File: src/rtl/mpx_tx_pkg.sv
package mpx_tx_pkg;

  // status register bit positions
  localparam int STAT_EMPTY = 0;
  localparam int STAT_END   = 1;
  localparam int STAT_MARK  = 2;

  // register select values
  localparam logic ADDR_HOLD = 1'b0;
  localparam logic ADDR_STAT = 1'b1;

  // start + marking bit + stop around the data byte
  localparam int FRAME_OVERHEAD = 3;

  typedef enum logic {
    SH_IDLE = 1'b0,
    SH_RUN  = 1'b1
  } sh_state_t;

endpackage

File: src/rtl/mpx_bit_tick.sv
module mpx_bit_tick #(
  parameter int BIT_CYCLES = 8
) (
  input  logic clk,
  input  logic rst_n,
  output logic tick
);
  localparam int CW = (BIT_CYCLES > 1) ? $clog2(BIT_CYCLES) : 1;
  localparam logic [CW-1:0] LAST = CW'(BIT_CYCLES - 1);

  logic [CW-1:0] cnt_q, cnt_d;

  always_comb begin
    tick  = (cnt_q == LAST);
    cnt_d = tick ? '0 : cnt_q + 1'b1;
  end

  always_ff @(posedge clk or negedge rst_n) begin
    if (!rst_n) cnt_q <= '0;
    else        cnt_q <= cnt_d;
  end
endmodule

File: src/rtl/mpx_host_regs.sv
module mpx_host_regs
  import mpx_tx_pkg::*;
#(
  parameter int DATA_W = 8
) (
  input  logic              clk,
  input  logic              rst_n,
  input  logic              host_wr_en,
  input  logic              host_rd_en,
  input  logic              host_addr,
  input  logic [DATA_W-1:0] host_wdata,
  output logic [DATA_W-1:0] host_rdata,
  input  logic              dma_wr_en,
  input  logic [DATA_W-1:0] dma_wdata,
  input  logic              load,
  input  logic              busy,
  output logic [DATA_W-1:0] hold_data,
  output logic              hold_mark,
  output logic              empty,
  output logic              tend
);
  logic [DATA_W-1:0] hold_q, hold_d;
  logic empty_q, empty_d;
  logic mark_q, mark_d;
  logic mhold_q, mhold_d;
  logic armed_q, armed_d;
  logic stat_wr, hold_wr, dma_take, host_clear, commit;

  always_comb begin
    stat_wr    = host_wr_en & (host_addr == ADDR_STAT);
    hold_wr    = host_wr_en & (host_addr == ADDR_HOLD);
    dma_take   = dma_wr_en & empty_q;
    host_clear = stat_wr & ~host_wdata[STAT_EMPTY] & armed_q & empty_q & ~dma_wr_en;
    commit     = dma_take | host_clear;

    hold_d  = hold_q;
    empty_d = empty_q;
    mark_d  = mark_q;
    mhold_d = mhold_q;
    armed_d = armed_q;

    if (stat_wr) mark_d = host_wdata[STAT_MARK];

    if (dma_take)                hold_d = dma_wdata;
    else if (hold_wr && empty_q) hold_d = host_wdata;

    if (host_rd_en && host_addr == ADDR_STAT && empty_q) armed_d = 1'b1;

    if (commit) begin
      empty_d = 1'b0;
      armed_d = 1'b0;
      mhold_d = mark_d;
    end
    if (load) empty_d = 1'b1;
  end

  always_ff @(posedge clk or negedge rst_n) begin
    if (!rst_n) begin
      hold_q  <= '0;
      empty_q <= 1'b1;
      mark_q  <= 1'b0;
      mhold_q <= 1'b0;
      armed_q <= 1'b0;
    end else begin
      hold_q  <= hold_d;
      empty_q <= empty_d;
      mark_q  <= mark_d;
      mhold_q <= mhold_d;
      armed_q <= armed_d;
    end
  end

  always_comb begin
    tend       = empty_q & ~busy;
    host_rdata = '0;
    if (host_addr == ADDR_HOLD) begin
      host_rdata = hold_q;
    end else begin
      host_rdata[STAT_EMPTY] = empty_q;
      host_rdata[STAT_END]   = tend;
      host_rdata[STAT_MARK]  = mark_q;
    end
    hold_data = hold_q;
    hold_mark = mhold_q;
    empty     = empty_q;
  end
endmodule

File: src/rtl/mpx_tx_shifter.sv
module mpx_tx_shifter
  import mpx_tx_pkg::*;
#(
  parameter int DATA_W = 8
) (
  input  logic              clk,
  input  logic              rst_n,
  input  logic              tick,
  input  logic              empty,
  input  logic [DATA_W-1:0] hold_data,
  input  logic              hold_mark,
  output logic              load,
  output logic              busy,
  output logic              txd
);
  localparam int FW = DATA_W + FRAME_OVERHEAD;
  localparam int BW = $clog2(FW);
  localparam logic [BW-1:0] LAST_BIT = BW'(FW - 1);

  sh_state_t     state_q, state_d;
  logic [FW-1:0] sh_q, sh_d;
  logic [BW-1:0] bit_q, bit_d;
  logic          frame_done;

  always_comb begin
    frame_done = (state_q == SH_RUN) && (bit_q == LAST_BIT);
    load       = tick && !empty && ((state_q == SH_IDLE) || frame_done);

    state_d = state_q;
    sh_d    = sh_q;
    bit_d   = bit_q;

    if (load) begin
      state_d = SH_RUN;
      sh_d    = {1'b1, hold_mark, hold_data, 1'b0};
      bit_d   = '0;
    end else if (tick && frame_done) begin
      state_d = SH_IDLE;
      sh_d    = '1;
      bit_d   = '0;
    end else if (tick && state_q == SH_RUN) begin
      sh_d    = {1'b1, sh_q[FW-1:1]};
      bit_d   = bit_q + 1'b1;
    end
  end

  always_ff @(posedge clk or negedge rst_n) begin
    if (!rst_n) begin
      state_q <= SH_IDLE;
      sh_q    <= '1;
      bit_q   <= '0;
    end else begin
      state_q <= state_d;
      sh_q    <= sh_d;
      bit_q   <= bit_d;
    end
  end

  always_comb begin
    busy = (state_q == SH_RUN);
    txd  = sh_q[0];
  end
endmodule

File: src/rtl/mpx_uart_tx.sv
module mpx_uart_tx #(
  parameter int DATA_W     = 8,
  parameter int BIT_CYCLES = 8
) (
  input  logic              clk,
  input  logic              rst_n,
  input  logic              host_wr_en,
  input  logic              host_rd_en,
  input  logic              host_addr,
  input  logic [DATA_W-1:0] host_wdata,
  output logic [DATA_W-1:0] host_rdata,
  input  logic              dma_wr_en,
  input  logic [DATA_W-1:0] dma_wdata,
  output logic              txd,
  output logic              txi_req
);
  logic [1:0] rst_pipe;
  logic       rst_n_int;
  logic       tick, load, busy, empty, tend, hold_mark;
  logic [DATA_W-1:0] hold_data;

  // assert asynchronously, release on the clock
  always_ff @(posedge clk or negedge rst_n) begin
    if (!rst_n) rst_pipe <= 2'b00;
    else        rst_pipe <= {rst_pipe[0], 1'b1};
  end
  assign rst_n_int = rst_pipe[1];

  mpx_bit_tick #(.BIT_CYCLES(BIT_CYCLES)) u_tick (
    .clk  (clk),
    .rst_n(rst_n_int),
    .tick (tick)
  );

  mpx_host_regs #(.DATA_W(DATA_W)) u_regs (
    .clk       (clk),
    .rst_n     (rst_n_int),
    .host_wr_en(host_wr_en),
    .host_rd_en(host_rd_en),
    .host_addr (host_addr),
    .host_wdata(host_wdata),
    .host_rdata(host_rdata),
    .dma_wr_en (dma_wr_en),
    .dma_wdata (dma_wdata),
    .load      (load),
    .busy      (busy),
    .hold_data (hold_data),
    .hold_mark (hold_mark),
    .empty     (empty),
    .tend      (tend)
  );

  mpx_tx_shifter #(.DATA_W(DATA_W)) u_shift (
    .clk      (clk),
    .rst_n    (rst_n_int),
    .tick     (tick),
    .empty    (empty),
    .hold_data(hold_data),
    .hold_mark(hold_mark),
    .load     (load),
    .busy     (busy),
    .txd      (txd)
  );

  assign txi_req = empty;
endmodule

File: config.mk
export PLATFORM = sky130hd
export DESIGN_NAME = mpx_uart_tx
export DESIGN_NICKNAME = d
export VERILOG_FILES = /design/src/rtl/mpx_tx_pkg.sv /design/src/rtl/mpx_bit_tick.sv /design/src/rtl/mpx_host_regs.sv /design/src/rtl/mpx_tx_shifter.sv /design/src/rtl/mpx_uart_tx.sv
export SDC_FILE = /design/constraint.sdc
export NUM_CORES = 1
export LEC_CHECK = 0
export BUFFER_PORTS_ARGS = -buffer_cell sky130_fd_sc_hd__buf_2
export CORE_UTILIZATION = 25
export CTS_BUF_LIST = sky130_fd_sc_hd__clkbuf_16
export DETAILED_ROUTE_END_ITERATION = 10
export GPL_ROUTABILITY_DRIVEN = 0
export MAX_ROUTING_LAYER = met4
export PLACE_DENSITY_LB_ADDON = 0.2
export SKIP_LAST_GASP = 1
export SLEW_MARGIN = 0
export SYNTH_ARGS = -nofsm -noshare
export SYNTH_HDL_FRONTEND = slang
export SYNTH_HIERARCHICAL = 1
export SYNTH_SLANG_ARGS = --single-unit
File: constraint.sdc
create_clock -name clk -period 1 [get_ports clk]
set_input_delay 0.05 -clock clk [delete_from_list [all_inputs] [get_ports clk]]
set_output_delay 0.05 -clock clk [all_outputs]
set_load 0.01 [all_outputs]
==> impl_metrics.py <==
metrics = {
    "routing": {
        "drc": 0,
        "drt_wl_total_mm": 4.13,
        "wl_per_cell_um": 15.2,
        "first_pass_iters": 4,
        "via_per_inst": 4.64,
        "antenna_left": 0,
        "first_iter_violations": 78,
        "vias": 1261,
    },
    "worst_setup_path": {
        "crit_path_start_kind": "flip-flop",
        "regToRegEndpoint": "u_shift/sh_q[2]$_DFFE_PN1P_",
        "critPathMaxFanout": 5,
        "critPathRequiredTime_ns": 1.20,
        "critPathTopFamily": "simple AND/OR/NAND/NOR gates",
        "ff2ff_setup_slack_ns": -0.50,
        "worst-setup-path-type": "reg2reg",
        "cpPeakStageDelay_ns": 0.37,
        "path_cells": "inv_2 > ha_4 > and3b_2 > buf_6 > or3_4 > o221a_4",
        "timing.rr.start": "u_shift/bit_q[0]$_DFFE_PN0P_",
        "cp-end-kind": "flip-flop",
        "r2r_cells": 6,
        "crit_arrival_ns": 1.70,
        "cp_num_buf_inv": 2,
        "cpMaxStageDelayCell": "dfrtp_1",
    },
    "floorplan": {
        "die_area_um2": 6710,
        "fp.dieW_um": 81.9,
        "core_area_um2": 6030,
        "rows": 28,
        "design.portCount": 32,
        "dieHeight_um": 81.9,
        "start_util_pct": 26.5,
    },
    "global_routing": {
        "grt_max_degree": 31,
        "grt_usage_pct": 13.0,
        "antenna_found_initial": 0,
        "grt-ovfl-total": 0,
        "grt_pass1_vias": 1311,
        "grt_first_pass_wirelength_mm": 6.15,
    },
    "sta": {
        "fmax_mhz": 665,
        "min_period_over_period_pct": 150,
        "final.setup.worst_slack_ns": -0.503,
        "fin_tns_setup_ns": -11.97,
        "final.setup_skew_ns": 0.00329,
        "holdWs_ns": 0.0528,
        "min_period_ns": 1.50,
        "slew_violations": 0,
        "setup_viol": 30,
        "rsz0062_at_grt": "true",
        "hold_viol": 0,
    },
    "synthesis": {
        "synth_area_um2": 1600,
        "async_reset_ff_share_pct": 100,
        "synth_fa_ha_area_share_pct": 3.13,
        "synth-edff-count": 0,
        "postSynthCellCount": 124,
        "ys_top_cells_by_area": "dfrtp_1, dfstp_2, mux2_2",
        "postSynthNetCount": 150,
        "synth_top_family_by_area": "multiplexers",
        "yosys-mux-area-fraction_pct": 17.3,
        "ys.flop_type": "dfrtp_1",
        "synth-compound-area-share_pct": 11.9,
        "yosysTopAreaCell": "dfrtp_1",
        "ys_ff_latch": 32,
        "ys_warn_count": 6,
        "ys_seq_area_share_pct": 51.0,
        "synth-xor-area-share_pct": 0,
        "synth_top_area_share_pct": 32.9,
        "synth-simple-area-share_pct": 12.5,
        "ys_types": 37,
        "synth_area_per_cell_um2": 12.9,
    },
    "power_and_ir_drop": {
        "powerDensity_nw_per_um2": 1420,
        "ir_worst_vdd_v": 0.000785,
        "p_seq_share_pct": 40.0,
        "clkPwrFrac_pct": 47.9,
        "internal-power_mw": 2.81,
        "net-switching-power_mw": 0.735,
        "p_comb_share_pct": 12.1,
        "p_sw_share_pct": 20.8,
        "leakagePower_nw": 1.16,
    },
    "placement": {
        "hpwl_mm": 2.56,
        "place_area_um2": 2000,
        "numPortBuffers": 31,
    },
    "final_layout": {
        "area_growth_syn_to_layout_pct": 56.3,
        "drive_gt1_share_pct": 69.0,
        "post-route-util_pct": 41.4,
        "diodes": 0,
        "nNetsFinal": 222,
        "fillers": 581,
        "stdcell_area_um2": 2500,
    },
    "cts": {
        "htree_levels": 2,
        "cts.sinks": 32,
        "cts_tree": "yes",
        "cts_max_path_buffers": 2,
        "insertion_delay_ns": 0.27,
        "root_buffer": "clkbuf_16",
        "clk_pin_slew_worst_paths_ns": 0.05,
        "cts_buffers": 5,
    },
    "status": {
        "violations": "setup timing",
        "status": "complete, but fails checks",
    },
    "hold_path": {
        "worstHoldEndpoint": "u_regs/mark_q$_DFF_PN0_",
        "hp-class": "in2reg",
        "min_delay_path_depth": 2,
        "hp-start": "host_wdata[2]",
    },
    "job": {
        "maxCapViolCount": 0,
    },
}
[per-layer routing]
layer / vias to the layer above / global-route usage (%) / routed length, um
met1: 633 / 15.2 / 1810
met3: 5 / 3.56 / 171
met2: 29 / 20.5 / 2090
met4: 0 / 6.49 / 58
met5: - / - / 0
li1: 594 / - / -
[sequential cells by signal, indices dropped and copies added, names as in the netlist]
signal / count
u_regs/hold_data: 8
u_shift/bit_q: 4
u_regs/hold_mark: 1
u_shift/sh_q: 10
u_regs/armed_q: 1
u_shift/busy: 1
u_regs/mark_q: 1
u_tick/cnt_q: 3
u_regs/empty: 1
rst_pipe: 2
[cell type report]
class	count	area (um2)	area share (%)
multi-input combinational	80	861	34.5
inverter	6	22.5	0.902
timing repair buffer	71	541	21.7
clock inverter	3	38.8	1.55
tap	75	93.8	3.76
clock buffer	5	125	5.01
sequential	32	815	32.6
[stage by stage]
stage	std cells	total power [mW]	setup slack, ns
4_1_cts	265	3.55	-0.479
5_1_grt	272	3.70	-0.535
3_3_place_gp	242	1.74	-0.455
6_report	272	3.54	-0.503
2_1_floorplan	124	1.61	-0.409
3_5_place_dp	242	1.75	-0.504
[worst reg2reg max path, cell delays in order, from the launching register on]
cell and delay (ns):
dfrtp_1 0.37, inv_2 0.07, ha_4 0.16, and3b_2 0.22, buf_6 0.13, or3_4 0.37
o221a_4 0.12
[worst max-delay path by stage]
stage	from	endpoint	slack, ns	depth (start not counted)
after floorplan	u_shift/bit_q[0]$_DFFE_PN0P_	u_shift/sh_q[1]$_DFFE_PN1P_	-0.41	6
after global placement	u_tick/cnt_q[0]$_DFF_PN0_	u_shift/bit_q[2]$_DFFE_PN0P_	-0.46	5
after detailed placement	u_tick/cnt_q[0]$_DFF_PN0_	u_shift/bit_q[2]$_DFFE_PN0P_	-0.50	5
after CTS	u_shift/bit_q[0]$_DFFE_PN0P_	u_shift/sh_q[2]$_DFFE_PN1P_	-0.48	6
after global routing	u_shift/bit_q[0]$_DFFE_PN0P_	u_shift/sh_q[2]$_DFFE_PN1P_	-0.53	6
final	u_shift/bit_q[0]$_DFFE_PN0P_	u_shift/sh_q[2]$_DFFE_PN1P_	-0.50	6
[power groups by stage]
stage	Sequential [mW]	Clock (mW)	Combinational, mW
3_3_place_gp	1.45	0	0.291
6_report	1.42	1.70	0.430
3_5_place_dp	1.45	0	0.298
5_1_grt	1.43	1.81	0.465
4_1_cts	1.42	1.76	0.377
2_1_floorplan	1.44	0	0.168
[cells by family after synthesis]
logic type,after synthesis
simple gates,32
flops,32
mux,22
compound gates,21
buf+inv,12
fa+ha+maj,4
other cells,1
[placed cells by master (no fill, tap or decap), types with 6 or more instances in the layout]
master | Yosys | routed
buf_2 | 1 | 26
dfrtp_1 | 21 | 21
buf_4 | 2 | 30
dfstp_2 | 11 | 11
buf_6 | 1 | 12
inv_1 | 6 | 6
o221a_2 | 8 | 6
mux2_2 | 13 | 10
mux2_4 | 8 | 11
or3_1 | 9 | 7
[synth_stat cells (2+ instances only)]
cell,number
or3_1,9
o221a_2,8
nand2b_1,2
mux2_4,8
mux2_2,13
o21ai_0,2
a21o_1,2
inv_1,6
nand2_1,4
dfrtp_1,21
buf_4,2
ha_1,4
nor2b_1,7
dfstp_2,11
nor2_1,2
o21a_1,2
[what timing repair did]
item / 4_1_cts / 5_1_grt
endpoints found under the hold margin: 2 / 0
gates cloned: 0 / 2
pin swaps: 1 / 1
setup buffers: 14 / 8
resized for setup: 17 / 22
hold buffers: 1 / 0
setup endpoints to repair: 33 / 35
(Power assumes the default switching activity.)
